==> src/rtl/auth_trig_pkg.sv <==
package auth_trig_pkg;

    typedef enum logic [2:0] {
        TS_PWRUP,
        TS_IDLE,
        TS_DELAY,
        TS_BUSY,
        TS_PTEST
    } trig_state_e;

    typedef enum logic [1:0] {
        DISP_NONE,
        DISP_PASS,
        DISP_FAIL
    } disp_state_e;

    typedef enum logic [1:0] {
        RES_ABSENT = 2'd0,
        RES_PASS   = 2'd1,
        RES_FAIL   = 2'd2
    } res_code_e;

    localparam int PER_W = 7;

    typedef struct packed {
        logic act_edge;
        logic inact_edge;
        logic act_level;
    } chal_evt_t;

    function automatic logic [PER_W-1:0] attempt_quarters(input logic [1:0] code);
        case (code)
            2'b01:   return PER_W'(4);
            2'b10:   return PER_W'(32);
            2'b11:   return PER_W'(64);
            default: return '0;
        endcase
    endfunction

    function automatic logic [PER_W-1:0] test_quarters(input logic [1:0] code);
        case (code)
            2'b01:   return PER_W'(1);
            2'b10:   return PER_W'(2);
            2'b11:   return PER_W'(4);
            default: return '0;
        endcase
    endfunction

endpackage

==> src/rtl/auth_qtr_prescale.sv <==
module auth_qtr_prescale #(
    parameter int QTR_TICKS = 250
) (
    input  logic clk,
    input  logic rst,
    input  logic tick_i,
    output logic qtick_o
);
    localparam int CW = (QTR_TICKS > 1) ? $clog2(QTR_TICKS) : 1;

    logic [CW-1:0] cnt;

    assign qtick_o = tick_i && (cnt == CW'(QTR_TICKS - 1));

    always_ff @(posedge clk) begin
        if (rst) begin
            cnt <= '0;
        end else if (qtick_o) begin
            cnt <= '0;
        end else if (tick_i) begin
            cnt <= cnt + 1'b1;
        end
    end
endmodule

==> src/rtl/auth_period_timer.sv <==
module auth_period_timer
    import auth_trig_pkg::*;
(
    input  logic             clk,
    input  logic             rst,
    input  logic             qtick_i,
    input  logic [PER_W-1:0] period_i,
    output logic             fire_o
);
    logic [PER_W-1:0] cnt;

    always_ff @(posedge clk) begin
        if (rst) begin
            cnt    <= '0;
            fire_o <= 1'b0;
        end else begin
            fire_o <= 1'b0;
            if (period_i == '0) begin
                cnt <= '0;
            end else if (qtick_i) begin
                if (cnt >= period_i - 1'b1) begin
                    cnt    <= '0;
                    fire_o <= 1'b1;
                end else begin
                    cnt <= cnt + 1'b1;
                end
            end
        end
    end


    fire_after_qtick_chk: assert property (@(posedge clk) disable iff (rst)
        fire_o |-> $past(qtick_i));
endmodule

==> src/rtl/auth_chal_sync.sv <==
module auth_chal_sync
    import auth_trig_pkg::*;
#(
    parameter int SYNC_STAGES = 2
) (
    input  logic      clk,
    input  logic      rst,
    input  logic      pin_i,
    input  logic      pol_i,
    output chal_evt_t evt_o
);
    logic [SYNC_STAGES-1:0] sh;
    logic                   act, act_q;

    always_ff @(posedge clk) begin
        if (rst) sh[0] <= ~pol_i;
        else     sh[0] <= pin_i;
    end

    for (genvar i = 1; i < SYNC_STAGES; i++) begin : g_stage
        always_ff @(posedge clk) begin
            if (rst) sh[i] <= ~pol_i;
            else     sh[i] <= sh[i-1];
        end
    end

    assign act = pol_i ? sh[SYNC_STAGES-1] : ~sh[SYNC_STAGES-1];

    always_ff @(posedge clk) begin
        if (rst) act_q <= 1'b0;
        else     act_q <= act;
    end

    assign evt_o.act_level  = act;
    assign evt_o.act_edge   = act & ~act_q;
    assign evt_o.inact_edge = ~act & act_q;
endmodule

==> src/rtl/auth_status_disp.sv <==
module auth_status_disp
    import auth_trig_pkg::*;
(
    input  logic       clk,
    input  logic       rst,
    input  logic       qtick_i,
    input  logic       pulse_mode_i,
    input  logic       start_i,
    input  logic       res_valid_i,
    input  logic [1:0] res_code_i,
    input  logic       clr_i,
    output logic       pass_pd_o,
    output logic       fail_pd_o,
    output logic       pass_flag_o,
    output logic       fail_flag_o
);
    disp_state_e disp;
    logic        phase;

    always_ff @(posedge clk) begin
        if (rst) begin
            disp        <= DISP_NONE;
            pass_flag_o <= 1'b0;
            fail_flag_o <= 1'b0;
            phase       <= 1'b1;
        end else begin
            if (disp == DISP_FAIL && qtick_i) phase <= ~phase;
            if (clr_i) begin
                disp        <= DISP_NONE;
                pass_flag_o <= 1'b0;
                fail_flag_o <= 1'b0;
            end else if (res_valid_i) begin
                if (res_code_i == RES_PASS) begin
                    disp        <= DISP_PASS;
                    pass_flag_o <= 1'b1;
                    fail_flag_o <= 1'b0;
                end else if (res_code_i == RES_ABSENT) begin
                    disp        <= DISP_NONE;
                    pass_flag_o <= 1'b0;
                    fail_flag_o <= 1'b0;
                end else begin
                    disp        <= DISP_FAIL;
                    pass_flag_o <= 1'b0;
                    fail_flag_o <= 1'b1;
                    phase       <= 1'b1;
                end
            end else if (start_i) begin
                pass_flag_o <= 1'b0;
                fail_flag_o <= 1'b0;
            end
        end
    end

    assign pass_pd_o = (disp == DISP_PASS);
    assign fail_pd_o = (disp == DISP_FAIL) && (!pulse_mode_i || phase);


    excl_out_chk: assert property (@(posedge clk) disable iff (rst)
        !(pass_pd_o && fail_pd_o));


    flag_clr_chk: assert property (@(posedge clk) disable iff (rst)
        (start_i && !res_valid_i) |=> (!pass_flag_o && !fail_flag_o));


    fail_hold_chk: assert property (@(posedge clk) disable iff (rst)
        (fail_flag_o && !pulse_mode_i) |-> fail_pd_o);
endmodule

==> src/rtl/auth_trigger_ctrl.sv <==
module auth_trigger_ctrl
    import auth_trig_pkg::*;
#(
    parameter int QTR_TICKS   = 250,
    parameter int CHD_TICKS   = 65,
    parameter int SYNC_STAGES = 2
) (
    input  logic       clk,
    input  logic       rst,
    input  logic       tick_i,
    input  logic       chal_pin_i,
    input  logic       cfg_chal_pol_i,
    input  logic       cfg_async_en_i,
    input  logic [1:0] cfg_attempt_per_i,
    input  logic [1:0] cfg_test_per_i,
    input  logic       cfg_fail_pulse_i,
    input  logic       presence_seen_i,
    output logic       start_o,
    input  logic       result_valid_i,
    input  logic [1:0] result_code_i,
    output logic       ptest_req_o,
    input  logic       ptest_done_i,
    input  logic       ptest_present_i,
    output logic       pass_pd_o,
    output logic       fail_pd_o,
    output logic       pass_flag_o,
    output logic       fail_flag_o
);
    localparam int DW = $clog2(CHD_TICKS + 1);

    trig_state_e   state, state_n;
    logic [DW-1:0] dly, dly_n;
    logic          start_n, ptreq_n, disp_clr;
    logic          qtick, att_fire, tst_fire;
    chal_evt_t     chal;

    auth_qtr_prescale #(.QTR_TICKS(QTR_TICKS)) u_pre (
        .clk(clk), .rst(rst), .tick_i(tick_i), .qtick_o(qtick)
    );

    auth_period_timer u_att_tmr (
        .clk(clk), .rst(rst), .qtick_i(qtick),
        .period_i(attempt_quarters(cfg_attempt_per_i)), .fire_o(att_fire)
    );

    auth_period_timer u_tst_tmr (
        .clk(clk), .rst(rst), .qtick_i(qtick),
        .period_i(test_quarters(cfg_test_per_i)), .fire_o(tst_fire)
    );

    auth_chal_sync #(.SYNC_STAGES(SYNC_STAGES)) u_sync (
        .clk(clk), .rst(rst), .pin_i(chal_pin_i), .pol_i(cfg_chal_pol_i), .evt_o(chal)
    );

    always_comb begin
        state_n  = state;
        dly_n    = dly;
        start_n  = 1'b0;
        ptreq_n  = 1'b0;
        disp_clr = 1'b0;
        case (state)
            TS_PWRUP, TS_DELAY: begin
                if (tick_i) begin
                    if (dly == DW'(CHD_TICKS - 1)) begin
                        dly_n = '0;
                        if (state == TS_DELAY || chal.act_level) begin
                            start_n = 1'b1;
                            state_n = TS_BUSY;
                        end else begin
                            state_n = TS_IDLE;
                        end
                    end else begin
                        dly_n = dly + 1'b1;
                    end
                end
            end
            TS_IDLE: begin
                if (chal.act_edge || (att_fire && !(cfg_async_en_i && presence_seen_i))) begin
                    start_n = 1'b1;
                    state_n = TS_BUSY;
                end else if (cfg_async_en_i && presence_seen_i) begin
                    dly_n   = '0;
                    state_n = TS_DELAY;
                end else if (tst_fire) begin
                    ptreq_n = 1'b1;
                    state_n = TS_PTEST;
                end
            end
            TS_BUSY: begin
                if (result_valid_i) state_n = TS_IDLE;
            end
            TS_PTEST: begin
                if (ptest_done_i) begin
                    disp_clr = !ptest_present_i;
                    state_n  = TS_IDLE;
                end
            end
            default: state_n = TS_IDLE;
        endcase
        if (chal.inact_edge && state != TS_BUSY && state != TS_PWRUP) disp_clr = 1'b1;
    end

    always_ff @(posedge clk) begin
        if (rst) begin
            state       <= TS_PWRUP;
            dly         <= '0;
            start_o     <= 1'b0;
            ptest_req_o <= 1'b0;
        end else begin
            state       <= state_n;
            dly         <= dly_n;
            start_o     <= start_n;
            ptest_req_o <= ptreq_n;
        end
    end

    auth_status_disp u_disp (
        .clk(clk), .rst(rst), .qtick_i(qtick), .pulse_mode_i(cfg_fail_pulse_i),
        .start_i(start_n), .res_valid_i(result_valid_i && state == TS_BUSY),
        .res_code_i(result_code_i), .clr_i(disp_clr),
        .pass_pd_o(pass_pd_o), .fail_pd_o(fail_pd_o),
        .pass_flag_o(pass_flag_o), .fail_flag_o(fail_flag_o)
    );


    start_pulse_chk: assert property (@(posedge clk) disable iff (rst)
        start_o |=> !start_o);


    no_dual_req_chk: assert property (@(posedge clk) disable iff (rst)
        !(start_o && ptest_req_o));


    busy_hold_chk: assert property (@(posedge clk) disable iff (rst)
        (state == TS_BUSY && $past(state) == TS_BUSY) |-> ($stable(pass_pd_o) && $stable(pass_flag_o)));


    absent_clear_chk: assert property (@(posedge clk) disable iff (rst)
        (state == TS_PTEST && ptest_done_i && !ptest_present_i)
            |=> (!pass_pd_o && !fail_pd_o && !pass_flag_o && !fail_flag_o));
endmodule

==> config.mk <==
export PLATFORM = sky130hd
export DESIGN_NAME = auth_trigger_ctrl
export DESIGN_NICKNAME = d
export VERILOG_FILES = /design/src/rtl/auth_trig_pkg.sv /design/src/rtl/auth_qtr_prescale.sv /design/src/rtl/auth_period_timer.sv /design/src/rtl/auth_chal_sync.sv /design/src/rtl/auth_status_disp.sv /design/src/rtl/auth_trigger_ctrl.sv
export SDC_FILE = /design/constraint.sdc
export NUM_CORES = 1
export LEC_CHECK = 0
export BUFFER_PORTS_ARGS = -buffer_cell sky130_fd_sc_hd__buf_2
export CORE_MARGIN = 2
export CORE_UTILIZATION = 53
export CTS_CLUSTER_DIAMETER = 100
export DETAILED_ROUTE_END_ITERATION = 7
export PLACE_DENSITY_LB_ADDON = 0.15
export SETUP_SLACK_MARGIN = 0.02
export SKIP_CTS_REPAIR_TIMING = 1
export SLEW_MARGIN = 0
export SYNTH_ARGS = -nofsm -noshare
export SYNTH_HDL_FRONTEND = slang
export SYNTH_SLANG_ARGS = --single-unit
export TNS_END_PERCENT = 5
==> constraint.sdc <==
create_clock -name clk -period 3.15 [get_ports clk]
set_clock_uncertainty 0.15 [all_clocks]
set_input_delay 0.63 -clock clk [delete_from_list [all_inputs] [get_ports clk]]
set_output_delay 0.63 -clock clk [all_outputs]
set_load 0.03 [all_outputs]
==> metrics.md <==
| Metric | Value |
|---|---|
| Clock Tree Root | clkbuf_8 |
| Setup crit start kind | input port |
| Clk buf depth | 2 |
| Fin Hold WS | 0.280 ns |
| Post-detail-place hpwl | 3560 µm |
| Sequential fraction of the synthesis area | 35.6% |
| Max-cap violations | 0 |
| IO Count | 23 |
| Crit-path cells | buf_2, inv_1, ha_1, inv_1, ha_1, and3_1, a221o_1, a211oi_2, nand2_1, o22ai_1 |
| Post-synthesis mux area share | 0.405% |
| Crit path max fanout | 6 |
| Sw Share | 25.3% |
| Compound-Gate Fraction of Synth Area | 17.6% |
| Worst Path Arrival | 2.73 ns |
| Initial core utilization | 56.0% |
| Diode count | 0 |
| Setup TNS | 0 ns |
| Max Slew Vio Count | 0 |
| Pint | 0.000810 W |
| Die Width | 72.3 µm |
| Drc violations | 0 |
| Clk pin slew, worst setup/hold paths | 0.08 ns |
| RSZ-0062 raised after global routing | false |
| Cell family with the largest share of critical-path delay | compound AO/OA/AOI/OAI gates |
| Mean routed wirelength per cell | 12.5 µm |
| Tmin final | 2.66 ns |
| H-tree depth | 2 |
| Largest net degree at the start of global routing | 19 |
| Vias in the first global route | 1,930 |
| Fill cell count | 404 |
| Starting DRC count in detailed routing | 90 |
| Top-area cell type share of the netlist area | 35.6% |
| Sequential Power Share | 54.1% |
| Post-synthesis async set-or-reset flop share | 0% |
| Final setup fails | 0 |
| Global placement routability congestion | 0.872 |
| Area leader, netlist | dfxtp_1 |
| Synth Area per Inst | 8.26 µm² |
| YS warnings | 0 |
| Sink Count | 44 |
| Core ar. | 4410 µm² |
| Dpl cell area | 2630 µm² |
| Slowest cell on crit path | a211oi_2 |
| Vias per cell | 5.53 |
| Final net count | 363 |
| First-pass GRT wire length | 8160 µm |
| Cts bufs inserted | 5 |
| Mapped Area | 2470 µm² |
| CP bufs+invs | 3 |
| Fmax | 375 MHz |
| Die area | 5220 µm² |
| Xor and xnor area share after synthesis | 4.61% |
| Post-Synth Simple-Gate Area | 25.7% |
| Clock Power Share | 33.2% |
| Pre-antenna DRT Iters | 4 |
| Layout cells sized above 1 | 12.6% |
| WS Path Type | input port to register |
| Total Routed Length | 4720 µm |
| CP endpoint kind | register |
| Worst Max-Slew Pin Slew | 0.494 ns |
| Post-synth top flop | dfxtp_1 |
| Most area-consuming cells after synthesis | dfxtp_1 36%, ha_1 11%, nand2_1 5.0%, nor2_1 4.4%, a21oi_1 4.3% |
| Vert. Die Dim | 72.3 µm |
| Clock latency on the worst-skew pair | 0.29 ns |
| Vias | 2,084 |
| Antenna violations before repair | 0 |
| Max incr delay on CP | 0.40 ns |
| Peak VDD IR | 0.284 mV |
| DRT antenna net count | 0 |
| Run status | complete, no violations |
| Final Cell Area | 2720 µm² |
| EDFF count, synth | 0 |
| Area added between synthesis and finish | 10.2% |
| Syn_nets | 338 |
| Period utilization | 84.5% |
| Final core occ | 61.7% |
| Worst hold path type | register to register |
| LEAKAGE | 1.15 nW |
| Pwr/cell area | 398 nW/µm² |
| Final hold vios | 0 |
| Row count | 24 |
| Switching power | 0.000274 W |
| TritonCTS clock tree | done |
| Port Buffers | 22 |
| Seq cells post-synth | 44 |
| Post-synthesis adder-cell area fraction | 11.1% |
| Required time of the critical path | 3.22 ns |
| Post-synth top cells | 44 x dfxtp_1, 33 x nand2_1, 29 x nor2_1 |
| Count leader, synth | dfxtp_1 |
| Synth cell types | 50 |
| Tot GR Track Use | 19.5% |
| Part of the power in combinational logic | 12.6% |
| Worst slew margin | 66.9% |
| Grt total ovfl | 0 |
| Cell count after synthesis | 299 |
| Largest family of logic cells by synthesized area | simple AND/OR/NAND/NOR gates |
## final timing paths
path / start / end / slack [ns] / depth (start not counted)
max: cfg_test_per_i[1] / u_tst_tmr.cnt[2] / 0.49 / 10
min: u_sync.sh[0] / u_sync.sh[1] / 0.28 / 2
max reg2reg: u_tst_tmr.cnt[4] / u_tst_tmr.cnt[2] / 0.87 / 6
min reg2reg: u_sync.sh[0] / u_sync.sh[1] / 0.28 / 2
## kinds of logic (layout without fill, tap and decap cells)
kind of cell,after synthesis,after routing
AOI/OAI and AO/OA,65,65
adders and majority gates,22,22
muxes,1,1
DFF,44,44
and+or+nand+nor,122,122
xor gates and xnor gates,13,13
buffers and inverters,32,58
## area by class of cell
type	instances	area (µm²)	area share, %
Timing Repair Buffer	23	118	4.32
Tap cell	52	65.1	2.39
Multi-Input combinational cell	223	1470	53.9
Inverter	27	101	3.72
Clock buffer	8	90.1	3.31
Sequential cell	44	881	32.3
## metrics by stage
step	setup slack, ns	cells	power, W
final	0.487	377	0.00108
after global routing	0.368	377	0.00114
after CTS	0.499	377	0.00110
after detailed placement	0.198	369	0.000736
after global placement	0.287	369	0.000732
after floorplan	0.550	299	0.000699
## state kept, by name (all words and copies together), names as in the netlist
signal	count
u_pre.cnt	8
dly	7
u_att_tmr.cnt	7
u_tst_tmr.cnt	7
state	3
u_disp.disp	2
u_sync.sh	2
ptest_req_o	1
start_o	1
u_att_tmr.fire_o	1
u_disp.fail_flag_o	1
u_disp.pass_flag_o	1
u_disp.phase	1
u_sync.act_q	1
u_tst_tmr.fire_o	1
## cells in the final DEF, fill, tap and decap left out, drive strengths merged, types with 2 or more instances in the layout
master,count
dfxtp,44
nand2,33
nor2,29
inv,27
buf,23
ha,22
a21oi,22
nand3,17
o21ai,17
xor2,9
clkbuf,8
nand4,7
nor3,7
o22ai,6
nor2b,4
nand2b,4
and3,4
xnor2,4
a22o,4
o21a,3
a21o,2
or2,2
a31oi,2
and2,2
a22oi,2
or3,2
a211oi,2
nor3b,2
## layer usage
layer | GRT usage (%) | routed length (µm) | share of wire (%) | vias up
met3 | 4.72 | 207 | 4.4 | 9
met5 | 0 | 0 | 0 | -
met1 | 24.4 | 2310 | 49 | 941
met4 | 7.76 | 72 | 1.5 | 0
li1 | - | - | - | 1088
met2 | 32.2 | 2120 | 45 | 46
## power groups by stage
stage / clock [W] / sequential [W] / combinational (W)
2_1_floorplan: 0 / 0.000595 / 0.000104
3_3_place_gp: 0 / 0.000599 / 0.000133
3_5_place_dp: 0 / 0.000599 / 0.000137
4_1_cts: 0.000373 / 0.000586 / 0.000138
5_1_grt: 0.000395 / 0.000589 / 0.000156
6_report: 0.000360 / 0.000586 / 0.000137
## tightest hold or removal path: cells and delay by family, from the launching register on
family | cells | cell delay, ns
DFF | 1 | 0.30
AOI/OAI and AO/OA | 1 | 0.05
buffers and inverters | 1 | 0.04
Power figures use the tool's default switching activity.
